$ cat config.mk
export PLATFORM = sky130hd
export DESIGN_NAME = mcart_outer_regs
export DESIGN_NICKNAME = d
export VERILOG_FILES = /design/src/rtl/mcart_pkg.sv /design/src/rtl/mcart_lo_dec.sv /design/src/rtl/mcart_hi_dec.sv /design/src/rtl/mcart_outer_regs.sv
export SDC_FILE = /design/constraint.sdc
export NUM_CORES = 1
export LEC_CHECK = 0
export BUFFER_PORTS_ARGS = -buffer_cell sky130_fd_sc_hd__buf_2
export CELL_PAD_IN_SITES_DETAIL_PLACEMENT = 0
export CELL_PAD_IN_SITES_GLOBAL_PLACEMENT = 2
export CORE_MARGIN = 1
export CORE_UTILIZATION = 32
export DETAILED_ROUTE_END_ITERATION = 6
export GPL_TIMING_DRIVEN = 0
export PLACE_DENSITY = 0.8
export SLEW_MARGIN = 30
export SYNTH_ARGS = -nofsm -noshare
export SYNTH_HDL_FRONTEND = slang
export SYNTH_HIERARCHICAL = 1
export SYNTH_SLANG_ARGS = --single-unit
$ cat constraint.sdc
create_clock -name clk -period 2.24 [get_ports clk]
set_input_delay 0.448 -clock clk [delete_from_list [all_inputs] [get_ports clk]]
set_output_delay 0.448 -clock clk [all_outputs]
set_load 0.02 [all_outputs]
$ cat src/rtl/mcart_pkg.sv
package mcart_pkg;
    localparam int AW      = 16;
    localparam int DW      = 8;
    localparam int NREG    = 4;
    localparam int NEXT    = 4;
    localparam int SEL_W   = 3;
    localparam int LATCH_W = 2;
    localparam int IDX_W   = $clog2(NREG);
    localparam int EIDX_W  = $clog2(NEXT);
    localparam int SEL_BASE = 4;

    localparam logic [AW-1:0] EXT_PORT_ADDR = 16'h8001;
    localparam logic [AW-1:0] SWAP_ADDR     = 16'h8000;
    localparam logic [AW-1:0] IRQ_BASE      = 16'hC000;
    localparam logic [3:0]    LO_PAGE       = 4'h5;
    localparam logic [DW-1:0] SWAP_A        = 8'h46;
    localparam logic [DW-1:0] SWAP_B        = 8'h47;

    typedef logic [NREG-1:0][DW-1:0] oreg_t;
    typedef logic [NEXT-1:0][DW-1:0] ext_t;

    typedef struct packed {
        oreg_t              oreg;
        ext_t               ext;
        logic [LATCH_W-1:0] latch;
        logic [SEL_W-1:0]   sel;
        logic               remap;
        logic               fwd_cmd;
        logic               fwd_irq;
        logic [AW-1:0]      fwd_addr;
        logic [DW-1:0]      fwd_data;
    } state_t;

    function automatic logic in_lo(input logic [AW-1:0] a);
        return a[AW-1:AW-4] == LO_PAGE;
    endfunction

    function automatic logic in_hi(input logic [AW-1:0] a);
        return a[AW-1];
    endfunction
endpackage

$ cat src/rtl/mcart_lo_dec.sv
module mcart_lo_dec
    import mcart_pkg::*;
(
    input  oreg_t            cur_i,
    input  logic [AW-1:0]    addr_i,
    input  logic [DW-1:0]    data_i,
    input  logic             we_i,
    input  logic [SEL_W-1:0] sel_i,
    input  logic             variant_i,
    output oreg_t            nxt_o,
    output logic             remap_o
);
    logic             lo_hit;
    logic             gate_bit;
    logic [IDX_W-1:0] idx;
    oreg_t            tmp;

    assign lo_hit   = we_i && in_lo(addr_i);
    assign gate_bit = addr_i[SEL_BASE + int'(sel_i)];
    assign idx      = addr_i[IDX_W-1:0];

    always_comb begin
        tmp     = cur_i;
        remap_o = 1'b0;
        if (lo_hit) begin
            if (gate_bit) begin
                tmp[idx] = data_i;
                remap_o  = (idx == IDX_W'(1)) || (idx == IDX_W'(2)) ||
                           (tmp[0][7:4] == 4'h2);
            end
            if (variant_i && tmp[3][1]) begin
                tmp[0][2:0] = 3'b000;
            end
        end
        nxt_o = tmp;
    end
endmodule

$ cat src/rtl/mcart_hi_dec.sv
module mcart_hi_dec
    import mcart_pkg::*;
(
    input  oreg_t               oreg_i,
    input  ext_t                ext_i,
    input  logic [LATCH_W-1:0]  latch_i,
    input  logic [AW-1:0]       addr_i,
    input  logic [DW-1:0]       data_i,
    input  logic                we_i,
    input  logic [DW-1:0]       inner_cmd_i,
    input  logic                chr_ram_i,
    output ext_t                ext_o,
    output logic [LATCH_W-1:0]  latch_o,
    output logic                remap_o,
    output logic                fwd_cmd_o,
    output logic                fwd_irq_o,
    output logic [DW-1:0]       fwd_data_o
);
    logic hi_hit;
    logic latch_mode;
    logic redirect;
    logic [EIDX_W-1:0] eidx;

    assign hi_hit     = we_i && in_hi(addr_i);
    assign latch_mode = oreg_i[0][6];
    assign redirect   = (addr_i == EXT_PORT_ADDR) && oreg_i[3][1] && inner_cmd_i[3];
    assign eidx       = inner_cmd_i[EIDX_W-1:0];

    always_comb begin
        ext_o      = ext_i;
        latch_o    = latch_i;
        remap_o    = 1'b0;
        fwd_cmd_o  = 1'b0;
        fwd_irq_o  = 1'b0;
        fwd_data_o = data_i;
        if (hi_hit) begin
            if (latch_mode) begin
                latch_o = (oreg_i[0][5:4] != 2'b00) ? '0 : data_i[LATCH_W-1:0];
            end else if (redirect) begin
                ext_o[eidx] = data_i;
                remap_o     = 1'b1;
            end else if (addr_i < IRQ_BASE) begin
                fwd_cmd_o = 1'b1;
                if (chr_ram_i && addr_i == SWAP_ADDR) begin
                    if (data_i == SWAP_A)      fwd_data_o = SWAP_B;
                    else if (data_i == SWAP_B) fwd_data_o = SWAP_A;
                end
            end else begin
                fwd_irq_o = 1'b1;
            end
        end
    end
endmodule

$ cat src/rtl/mcart_outer_regs.sv
module mcart_outer_regs
    import mcart_pkg::*;
(
    input  logic                clk,
    input  logic                rst_n,
    input  logic [AW-1:0]       cpu_addr_i,
    input  logic [DW-1:0]       cpu_data_i,
    input  logic                cpu_we_i,
    input  logic [SEL_W-1:0]    strap_sel_i,
    input  logic                variant_i,
    input  logic                chr_ram_i,
    input  logic [DW-1:0]       inner_cmd_i,
    output logic [NREG*DW-1:0]  oreg_o,
    output logic [NEXT*DW-1:0]  ext_o,
    output logic [LATCH_W-1:0]  latch_o,
    output logic                remap_o,
    output logic                fwd_cmd_we_o,
    output logic                fwd_irq_we_o,
    output logic [AW-1:0]       fwd_addr_o,
    output logic [DW-1:0]       fwd_data_o
);
    state_t st_d, st_q;

    oreg_t              lo_nxt;
    logic               lo_remap;
    ext_t               hi_ext;
    logic [LATCH_W-1:0] hi_latch;
    logic               hi_remap, hi_cmd, hi_irq;
    logic [DW-1:0]      hi_data;

    mcart_lo_dec u_lo (
        .cur_i     (st_q.oreg),
        .addr_i    (cpu_addr_i),
        .data_i    (cpu_data_i),
        .we_i      (cpu_we_i),
        .sel_i     (st_q.sel),
        .variant_i (variant_i),
        .nxt_o     (lo_nxt),
        .remap_o   (lo_remap)
    );

    mcart_hi_dec u_hi (
        .oreg_i      (st_q.oreg),
        .ext_i       (st_q.ext),
        .latch_i     (st_q.latch),
        .addr_i      (cpu_addr_i),
        .data_i      (cpu_data_i),
        .we_i        (cpu_we_i),
        .inner_cmd_i (inner_cmd_i),
        .chr_ram_i   (chr_ram_i),
        .ext_o       (hi_ext),
        .latch_o     (hi_latch),
        .remap_o     (hi_remap),
        .fwd_cmd_o   (hi_cmd),
        .fwd_irq_o   (hi_irq),
        .fwd_data_o  (hi_data)
    );

    always_comb begin
        st_d          = st_q;
        st_d.sel      = strap_sel_i;
        st_d.oreg     = lo_nxt;
        st_d.ext      = hi_ext;
        st_d.latch    = hi_latch;
        st_d.remap    = lo_remap | hi_remap;
        st_d.fwd_cmd  = hi_cmd;
        st_d.fwd_irq  = hi_irq;
        if (hi_cmd || hi_irq) begin
            st_d.fwd_addr = cpu_addr_i;
            st_d.fwd_data = hi_data;
        end
    end

    always_ff @(posedge clk) begin
        if (!rst_n) begin
            st_q          <= '0;
            st_q.ext      <= '1;
        end else begin
            st_q <= st_d;
        end
    end

    assign oreg_o       = st_q.oreg;
    assign ext_o        = st_q.ext;
    assign latch_o      = st_q.latch;
    assign remap_o      = st_q.remap;
    assign fwd_cmd_we_o = st_q.fwd_cmd;
    assign fwd_irq_we_o = st_q.fwd_irq;
    assign fwd_addr_o   = st_q.fwd_addr;
    assign fwd_data_o   = st_q.fwd_data;

    // Latch mode swallows high-window writes
    assert_latch_no_fwd_R5: assert property (@(posedge clk) disable iff (!rst_n)
        (cpu_we_i && cpu_addr_i[AW-1] && oreg_o[6])
        |=> (!fwd_cmd_we_o && !fwd_irq_we_o && !remap_o));

    assert_latch_clear_R5: assert property (@(posedge clk) disable iff (!rst_n)
        (cpu_we_i && cpu_addr_i[AW-1] && oreg_o[6] && (oreg_o[5:4] != 2'b00))
        |=> (latch_o == '0));

    assert_ext_redirect_R6: assert property (@(posedge clk) disable iff (!rst_n)
        (cpu_we_i && cpu_addr_i == EXT_PORT_ADDR && !oreg_o[6] &&
         oreg_o[3*DW+1] && inner_cmd_i[3])
        |=> (remap_o && !fwd_cmd_we_o));

    assert_irq_fwd_R9: assert property (@(posedge clk) disable iff (!rst_n)
        (cpu_we_i && cpu_addr_i >= IRQ_BASE && !oreg_o[6])
        |=> (fwd_irq_we_o && !fwd_cmd_we_o));

    assert_outside_ignored_R10: assert property (@(posedge clk) disable iff (!rst_n)
        (cpu_we_i && !in_lo(cpu_addr_i) && !in_hi(cpu_addr_i))
        |=> ($stable(oreg_o) && $stable(ext_o) && $stable(latch_o) &&
             !remap_o && !fwd_cmd_we_o && !fwd_irq_we_o));

    assert_strobe_excl_R7: assert property (@(posedge clk) disable iff (!rst_n)
        !(fwd_cmd_we_o && fwd_irq_we_o));
endmodule

## Word level (Yosys, flattened, before mapping)

Cells that the tools add are included.

- $add $sub $neg: 1
- $lt $le $gt $ge: 6
- Eq/ne operators: 10
- Muxes and demuxes: 33
- Bitwise logic cells: 2
- Reductions and logical operators: 16

Operators with widths:

| kind | number |
|---|---|
| two-way mux 8 bit | 9 |
| bitwise mux 32 bit | 2 |
| two-way mux 32 bit | 2 |
| demux 8 bit (select 2 bit) | 2 |
| == test 16 bit, second input constant | 2 |
| less-than comparator 32 x 6 -> 1 bit, second input constant | 1 |
| == test 8 x 7 -> 1 bit, second input constant | 2 |
| less-than comparator 16 bit, second input constant | 1 |
| two-way mux 1 bit | 15 |
| logical AND 1 bit | 8 |
| less-than comparator 2 x 3 -> 1 bit, second input constant | 2 |
| AND reduction 2 bit | 3 |
| adder 3 x 3 -> 4 bit, first input constant | 1 |
| binary-select mux 1 bit (select 4 bit) | 1 |
| == test 4 x 2 -> 1 bit, second input constant | 1 |
| == test 4 x 3 -> 1 bit, second input constant | 1 |
| greater-or-equal comparator 2 x 1 -> 1 bit, second input constant | 2 |
| logical OR 1 bit | 3 |
| two-way mux 3 bit | 1 |
| inequality test 3 bit, second input constant | 1 |
| AND reduction 3 bit | 1 |
| == test 2 x 1 -> 1 bit, second input constant | 1 |
| == test 2 bit, second input constant | 1 |
| two-way mux 2 bit | 1 |
| other kinds (4) | 4 |

- Flip-flop bits (word level): 96

## Longest topological paths before layout

Gate-level depths: netlist of run 1.

- Depth in word-level cells: 10
- Mapped depth: 8
- Gate-level depth less buffers: 7

## By module

Netlist of run 1, hierarchy kept.

By module, submodules not included:

| module | times used | cells each | area each (µm²) |
|---|---|---|---|
| mcart_outer_regs | 1 | 352 | 3565.9 |
| mcart_hi_dec | 1 | 74 | 762.0 |
| mcart_lo_dec | 1 | 81 | 750.7 |

## Least setup slack after synthesis of run 1

No wires, ideal clock.

- Kind: input to register
- Start point: input port cpu_addr_i[13]
- End point: register st_q (netlist bit oreg_o[24])
- Setup time: 0.115 ns
- Arrival: 1.882 ns
- Setup slack: 0.243 ns
- Stages: 6
- Buffers on the path: 1
- Cells stage by stage: and4b_1 nand2_1 or4_1 buf_6 mux2_4 and2_1

- Cells in the longest elaborated chain, start to end: 5
- Elaborated cells on any way between the ends: 7
- Classes of those cells: 2 x eq/ne; 3 x mux; 2 x reduce/logical

Ends and longest elaborated chain:

| item | line | RTL |
|---|---|---|
| from (decl) | mcart_outer_regs.sv:6 | `input logic [AW-1:0] cpu_addr_i,` |
| binary-select mux 1 bit (select 4 bit) | mcart_lo_dec.sv:19 | `assign gate_bit = addr_i[SEL_BASE + int'(sel_i)];` |
| two-way mux 1 bit (not written as such) (2 in a row) | mcart_lo_dec.sv:19 |  |
| inequality test 2 bit (no line) | - |  |
| AND reduction 2 bit (no line) (*) | - |  |
| to (signal assigned) | mcart_outer_regs.sv:79 | `st_q <= st_d;` |
| to (decl) | mcart_outer_regs.sv:22 | `state_t st_d, st_q;` |

Every way passes the cells marked *; elsewhere a longest branch is shown, timed or not. The select of a mux whose other input is x is not followed.
A chain may end at the register's enable or synchronous reset.

## Final worst setup path of run 1

- Start point: register st_q[27] (netlist bit)
- End point: register st_q (netlist bit oreg_o[15])

- Cells in the longest elaborated chain, start to end: 6

Ends and longest elaborated chain:

| item | line |
|---|---|
| adder 3 x 3 -> 4 bit | mcart_lo_dec.sv:19 |
| binary-select mux 1 bit (select 4 bit) | mcart_lo_dec.sv:19 |
| two-way mux 1 bit (not written as such) (2 in a row) | mcart_lo_dec.sv:19 |
| inequality test 2 bit (no line) | - |
| AND reduction 2 bit (no line) | - |

Every way passes these cells. The select of a mux whose other input is x is not followed.

==> results.json, run 1 <==
{
  "diodes": 0,
  "place.port_buffers": 126,
  "crit_chain": "mux2_2 > o2bb2a_1 > nand4_4 > mux2_2 > and2_1",
  "critPathMaxStageDelay_ns": 0.46,
  "wl_per_cell_um": 15.1,
  "finalCritPeriodShare_pct": 93.9,
  "die_w_um": 128,
  "overflow": 0,
  "gp_congestion": 0.815,
  "pwr-share-comb_pct": 9.5,
  "end_kind": "flip-flop",
  "status": "finished, final reports clean",
  "cpMostUsedCell": "mux2_2",
  "clock_power_share_pct": 43.4,
  "power.leakage_uw": 0.00289,
  "worst_r2r_endpoint": "oreg_o[15]",
  "synth_ff_type": "dfxtp_1",
  "place_ws_ns": -0.0527,
  "worst_pin_slew_ns": 0.470,
  "cts_buffers": 9,
  "rr_startpoint": "st_q[27]",
  "slowest_stage": "o2bb2a_1",
  "critPathLaunchType": "flip-flop",
  "die_h_um": 128,
  "hpwlAfterDp_mm": 9.41,
  "placed_area_sq_um": 5970,
  "slew_headroom_pct": 68.4,
  "reg2reg_slack_ns": 0.14,
  "netlist_area_sq_um": 5080,
  "critPathKind": "reg2reg",
  "seq_area_frac_synth_pct": 37.8,
  "rr_worst_depth": 5,
  "clk_pin_slew_ns": 0.07,
  "ir_drop_uv": 338,
  "period_minus_slack_ns": 2.10,
  "fin_skew_ns": 0.00684,
  "drc": 0,
  "synth_nets": 551,
  "utilization_pct": 41.1,
  "initial_core_util_pct": 33.0,
  "ys_ff_latch": 96,
  "core_area_sq_um": 15400,
  "syn-instance-count": 507,
  "vias": 3810,
  "clock.fmax_mhz": 475,
  "swShare_pct": 25.3,
  "crit_family": "multiplexers",
  "drt_iter0_drc": 206,
  "postRouteAntennaNets": 0,
  "grt_max_degree": 18,
  "crit_fanout": 8,
  "die_area_sq_um": 16400,
  "worstPathRequired_ns": 2.48,
  "synth-edff-count": 0,
  "ctsResizeCount": 0,
  "clockBufferDepth": 2,
  "p_seq_share_pct": 47.1,
  "setup_viol": 0,
  "arrival_ns": 2.35,
  "ios": 133,
  "cts_root_buffer": "clkbuf_16",
  "final_layout_size_suffix_gt1_share_pct": 50.0,
  "min_path_type": "in2reg",
  "grt_pass1_vias": 3739,
  "rsz0062_at_grt": "no",
  "fp-row-count": 45,
  "areaGrowthSynthToFinish_pct": 24.3,
  "grt_pass1_wl_mm": 20.3,
  "cts_tree": "built",
  "ys_types": 50,
  "report.final.slew_viol_count": 0,
  "min_delay_path_depth": 2,
  "nFillCells": 1547,
  "worstSkewPairLatency_ns": 0.34,
  "dp.cells": 844,
  "final-instance-count-excl-fill": 859,
  "p_sw_uw": 940,
  "setup_tns_ns": 0,
  "final.setup.worst_slack_ns": 0.136,
  "grt_use_total_pct": 16.4,
  "h-tree-depth": 3,
  "power_density_nw_per_um2": 590,
  "max_cap_violations": 0,
  "clock_sinks": 96,
  "antenna_found_initial": 0,
  "layout.nets": 687,
  "ctsHoldBuffers": 0,
  "avgSynthCellArea_sq_um": 10.0,
  "wl_mm": 13.0,
  "via_per_inst": 4.44,
  "final_cell_area_sq_um": 6310,
  "ys_warn_count": 6,
  "hold_end": "st_q[29]",
  "path_buf_inv": 0,
  "async_reset_ff_share_pct": 0,
  "cts_setup_buffers": 0,
  "drt_first_pass_iters": 4,
  "power.internal_uw": 2780,
  "hp-start": "strap_sel_i[2]",
  "hold_violations": 0
}
[worst max-delay path by stage]
stage,cells after the start,startpoint,to,slack (ns)
global route,7,st_q[27],oreg_o[25],0.03
floorplan,6,cpu_addr_i[13],oreg_o[24],0.24
detailed placement,7,cpu_addr_i[7],oreg_o[19],-0.05
CTS,6,st_q[27],oreg_o[19],0.03
finish,5,st_q[27],oreg_o[15],0.14
global placement,8,cpu_addr_i[5],oreg_o[27],-0.03
[flip-flops by register name, summed over array words and instances, names as in the netlist, 2 cells and up]
signal      count
fwd_data_o      8
st_q            3
ext_o          32
latch_o         2
fwd_addr_o     16
oreg_o         32
[final cells by class]
type / instances / area, sq um / share of cell area, %
clock buffer: 10 / 239 / 3.79
sequential: 96 / 1920 / 30.4
tap: 211 / 264 / 4.18
clock inverter: 6 / 76.3 / 1.21
timing repair buffer: 126 / 631 / 9.99
multi-input combinational: 284 / 2300 / 36.4
inverter: 3 / 11.3 / 0.178
buffer: 123 / 875 / 13.9
[power groups by stage]
stage	Clock [uW]	Combinational [uW]	Sequential, uW
CTS	1670	354	1750
floorplan	0	200	1790
detailed placement	0	353	1790
global placement	0	348	1790
finish	1620	354	1750
global route	1750	385	1760
[metal layers]
layer	up-vias	share of wire, %	GRT usage (%)
met1	1796	46	21.4
met2	86	49	27.2
li1	1919	-	-
met4	0	1.1	6.23
met3	9	3.9	2.84
met5	-	0	0
[cell families after synthesis]
| logic type | after synthesis | share of synthesized area (%) |
|---|---|---|
| AND/OR/NAND/NOR | 149 | 18.7 |
| buffers and inverters | 127 | 17.5 |
| flip-flops | 96 | 37.8 |
| AO/OA/AOI/OAI | 65 | 8.62 |
| multiplexers | 65 | 16.1 |
| adder cells (fa/ha/maj) | 4 | 0.986 |
| XOR/XNOR | 1 | 0.172 |
[through the flow]
stage               hold slack [ns]  power (uW)
floorplan                     0.429        1990
global placement              0.444        2140
detailed placement            0.443        2150
CTS                           0.298        3770
global route                  0.318        3890
finish                        0.312        3720
[cells in the mapped netlist, types with 2 or more instances]
cell | count | area [sq um]
dfxtp_1 | 96 | 1920
buf_4 | 91 | 683
and2_1 | 41 | 257
mux2_2 | 38 | 428
nand2b_1 | 35 | 219
nand2_1 | 34 | 128
mux2_4 | 24 | 360
o211ai_1 | 24 | 180
o21ai_1 | 20 | 100
clkbuf_1 | 18 | 67.6
buf_2 | 8 | 40.0
buf_6 | 6 | 67.6
nand4_1 | 6 | 37.5
o21ai_0 | 6 | 30.0
nor2_1 | 5 | 18.8
ha_1 | 4 | 50.1
o31ai_1 | 4 | 30.0
a221oi_1 | 3 | 26.3
and3_1 | 3 | 18.8
inv_1 | 3 | 11.3
nor4_1 | 3 | 18.8
mux2i_1 | 2 | 20.0
nand3_1 | 2 | 10.0
nand4_2 | 2 | 25.0
nand4b_4 | 2 | 47.6
nor3_1 | 2 | 10.0
nor4_4 | 2 | 42.5
[placed cells by master, fill, tap and decap left out, types with 4 or more instances in the layout]
master,instances
buf_6,6
nand2b_1,35
clkbuf_1,17
o211ai_1,24
buf_2,134
clkbuf_16,9
and2_1,41
nor2_1,5
mux2_2,38
ha_1,4
o21ai_0,6
dfxtp_1,96
o21ai_1,20
o31ai_1,4
nand4_1,6
nand2_1,34
mux2_4,24
buf_4,91
No activity file was read; power rests on OpenSTA's default activity.
==> run 2, diff against run 1 <==
--- a/config.mk
+++ b/config.mk
@@ -12,7 +12,7 @@
 export CORE_UTILIZATION = 32
 export DETAILED_ROUTE_END_ITERATION = 6
 export GPL_TIMING_DRIVEN = 0
-export PLACE_DENSITY = 0.8
+export PLACE_DENSITY = 0.76
 export SLEW_MARGIN = 30
 export SYNTH_ARGS = -nofsm -noshare
 export SYNTH_HDL_FRONTEND = slang
==> run 2 against run 1 <==
  * Clock skew shrank 0.0024 ns
  * Global-route usage shrank 0.077 points
  * Setup slack lost 0.071 ns
  * Die area is the same
  * First-iteration DRC count shrank 11%
  * Count of clock-buffer cells in the layout is the same
  * Largest cell class unchanged
  * Largest power group unchanged
==> results.json, run 2 (synthesis results as in run 1) <==
{
  "report.final.slew_viol_count": 0,
  "clock_sinks": 96,
  "postRouteAntennaNets": 0,
  "crit_fanout": 8,
  "power.leakage_uw": 0.00287,
  "initial_core_util_pct": 33.0,
  "min_path_type": "in2reg",
  "overflow": 0,
  "grt_pass1_wl_mm": 20.3,
  "place.port_buffers": 126,
  "layout.nets": 688,
  "final_common_cell": "buf_2",
  "grt_use_total_pct": 16.4,
  "hpwlAfterDp_mm": 9.54,
  "critPathMaxStageDelay_ns": 0.37,
  "drt_first_pass_iters": 5,
  "hold_violations": 0,
  "critPathKind": "reg2reg",
  "cts_setup_buffers": 0,
  "utilization_pct": 40.7,
  "critPathLaunchType": "flip-flop",
  "crit_chain": "mux2_2 > o2bb2a_1 > clkbuf_1 > nand4_2 > mux2_2 > and2_1",
  "rsz0062_at_grt": "yes",
  "hold_slack_ns": 0.314,
  "clockBufferDepth": 2,
  "period_minus_slack_ns": 2.17,
  "ctsResizeCount": 0,
  "ir_drop_uv": 300,
  "ctsHoldBuffers": 0,
  "finalCritPeriodShare_pct": 97.1,
  "setup_tns_ns": 0,
  "grt_pass1_vias": 3734,
  "multi_input_area_sq_um": 2280,
  "areaGrowthSynthToFinish_pct": 23.2,
  "arrival_ns": 2.42,
  "end_kind": "flip-flop",
  "drt_iter0_drc": 184,
  "core_area_sq_um": 15400,
  "fp-row-count": 45,
  "gp_congestion": 0.754,
  "via_per_inst": 4.43,
  "final_layout_size_suffix_gt1_share_pct": 49.6,
  "slew_headroom_pct": 63.1,
  "die_area_sq_um": 16400,
  "cpMostUsedCell": "mux2_2",
  "grt_max_degree": 17,
  "clk_pin_slew_ns": 0.07,
  "h-tree-depth": 3,
  "die_h_um": 128,
  "drc": 0,
  "worst_pin_slew_ns": 0.554,
  "nFillCells": 1570,
  "diodes": 0,
  "wl_per_cell_um": 15.2,
  "ios": 133,
  "cts_root_buffer": "clkbuf_16",
  "max_cap_violations": 0,
  "cts_tree": "built",
  "slowest_stage": "dfxtp_2",
  "setup_viol": 0,
  "final_cell_mix": "buf_2 (134), dfxtp_1 (95), buf_4 (91)",
  "antenna_found_initial": 0,
  "status": "finished, final reports clean",
  "wl_mm": 13.0,
  "clock.fmax_mhz": 460,
  "fin_skew_ns": 0.00446,
  "cts_buffers": 9,
  "worstSkewPairLatency_ns": 0.35,
  "seqCellArea_sq_um": 1920,
  "worstPathRequired_ns": 2.48,
  "power_density_nw_per_um2": 565,
  "vias": 3806,
  "die_w_um": 128
}
==> run 2: per-layer routing <==
layer,vias to the layer above,share of wire [%],track usage [%]
met5,-,0,0
li1,1916,-,-
met4,0,2.0,7.13
met1,1812,46,20.5
met2,63,49,27.7
met3,15,2.8,2.59
==> run 2: metrics by stage <==
step	setup slack [ns]	cell area [sq um]	total power, uW	cells
after floorplan	0.243	5080	1990	507
after global placement	-0.0325	5970	2140	844
after detailed placement	-0.0519	5970	2150	844
after CTS	0.0186	6250	3580	860
after global routing	-0.0319	6260	3680	860
final	0.0652	6260	3540	860
==> run 2: final cells by class <==
cell class	instances	share of cell area (%)
Buffer	124	14.0
Clock buffer	10	3.66
Clock inverter	6	0.740
Inverter	3	0.180
Multi-Input combinational cell	284	36.4
Sequential cell	96	30.7
Tap cell	211	4.22
Timing Repair Buffer	126	10.1
==> run 2: critical path: cells and delay by family, from the launching register on <==
kind / cells / cell delay (ns)
DFF: 1 / 0.37
muxes: 2 / 0.74
and+or+nand+nor: 2 / 0.45
buffers and inverters: 1 / 0.21
AOI/OAI and AO/OA: 1 / 0.30
==> run 2: final timing paths <==
check / startpoint / end / slack [ns] / cells past startpoint
hold reg to reg: fwd_addr_o[9] / fwd_addr_o[9] / 0.45 / 2
setup reg to reg: st_q[27] / oreg_o[15] / 0.07 / 6
setup / recovery: st_q[27] / oreg_o[15] / 0.07 / 6
hold / removal: strap_sel_i[2] / st_q[29] / 0.31 / 2
==> run 2: power breakdown <==
part	total [uW]	switching (uW)	internal, uW
Combinational	351	218	132
Sequential	1750	17.7	1740
Clock	1430	676	757
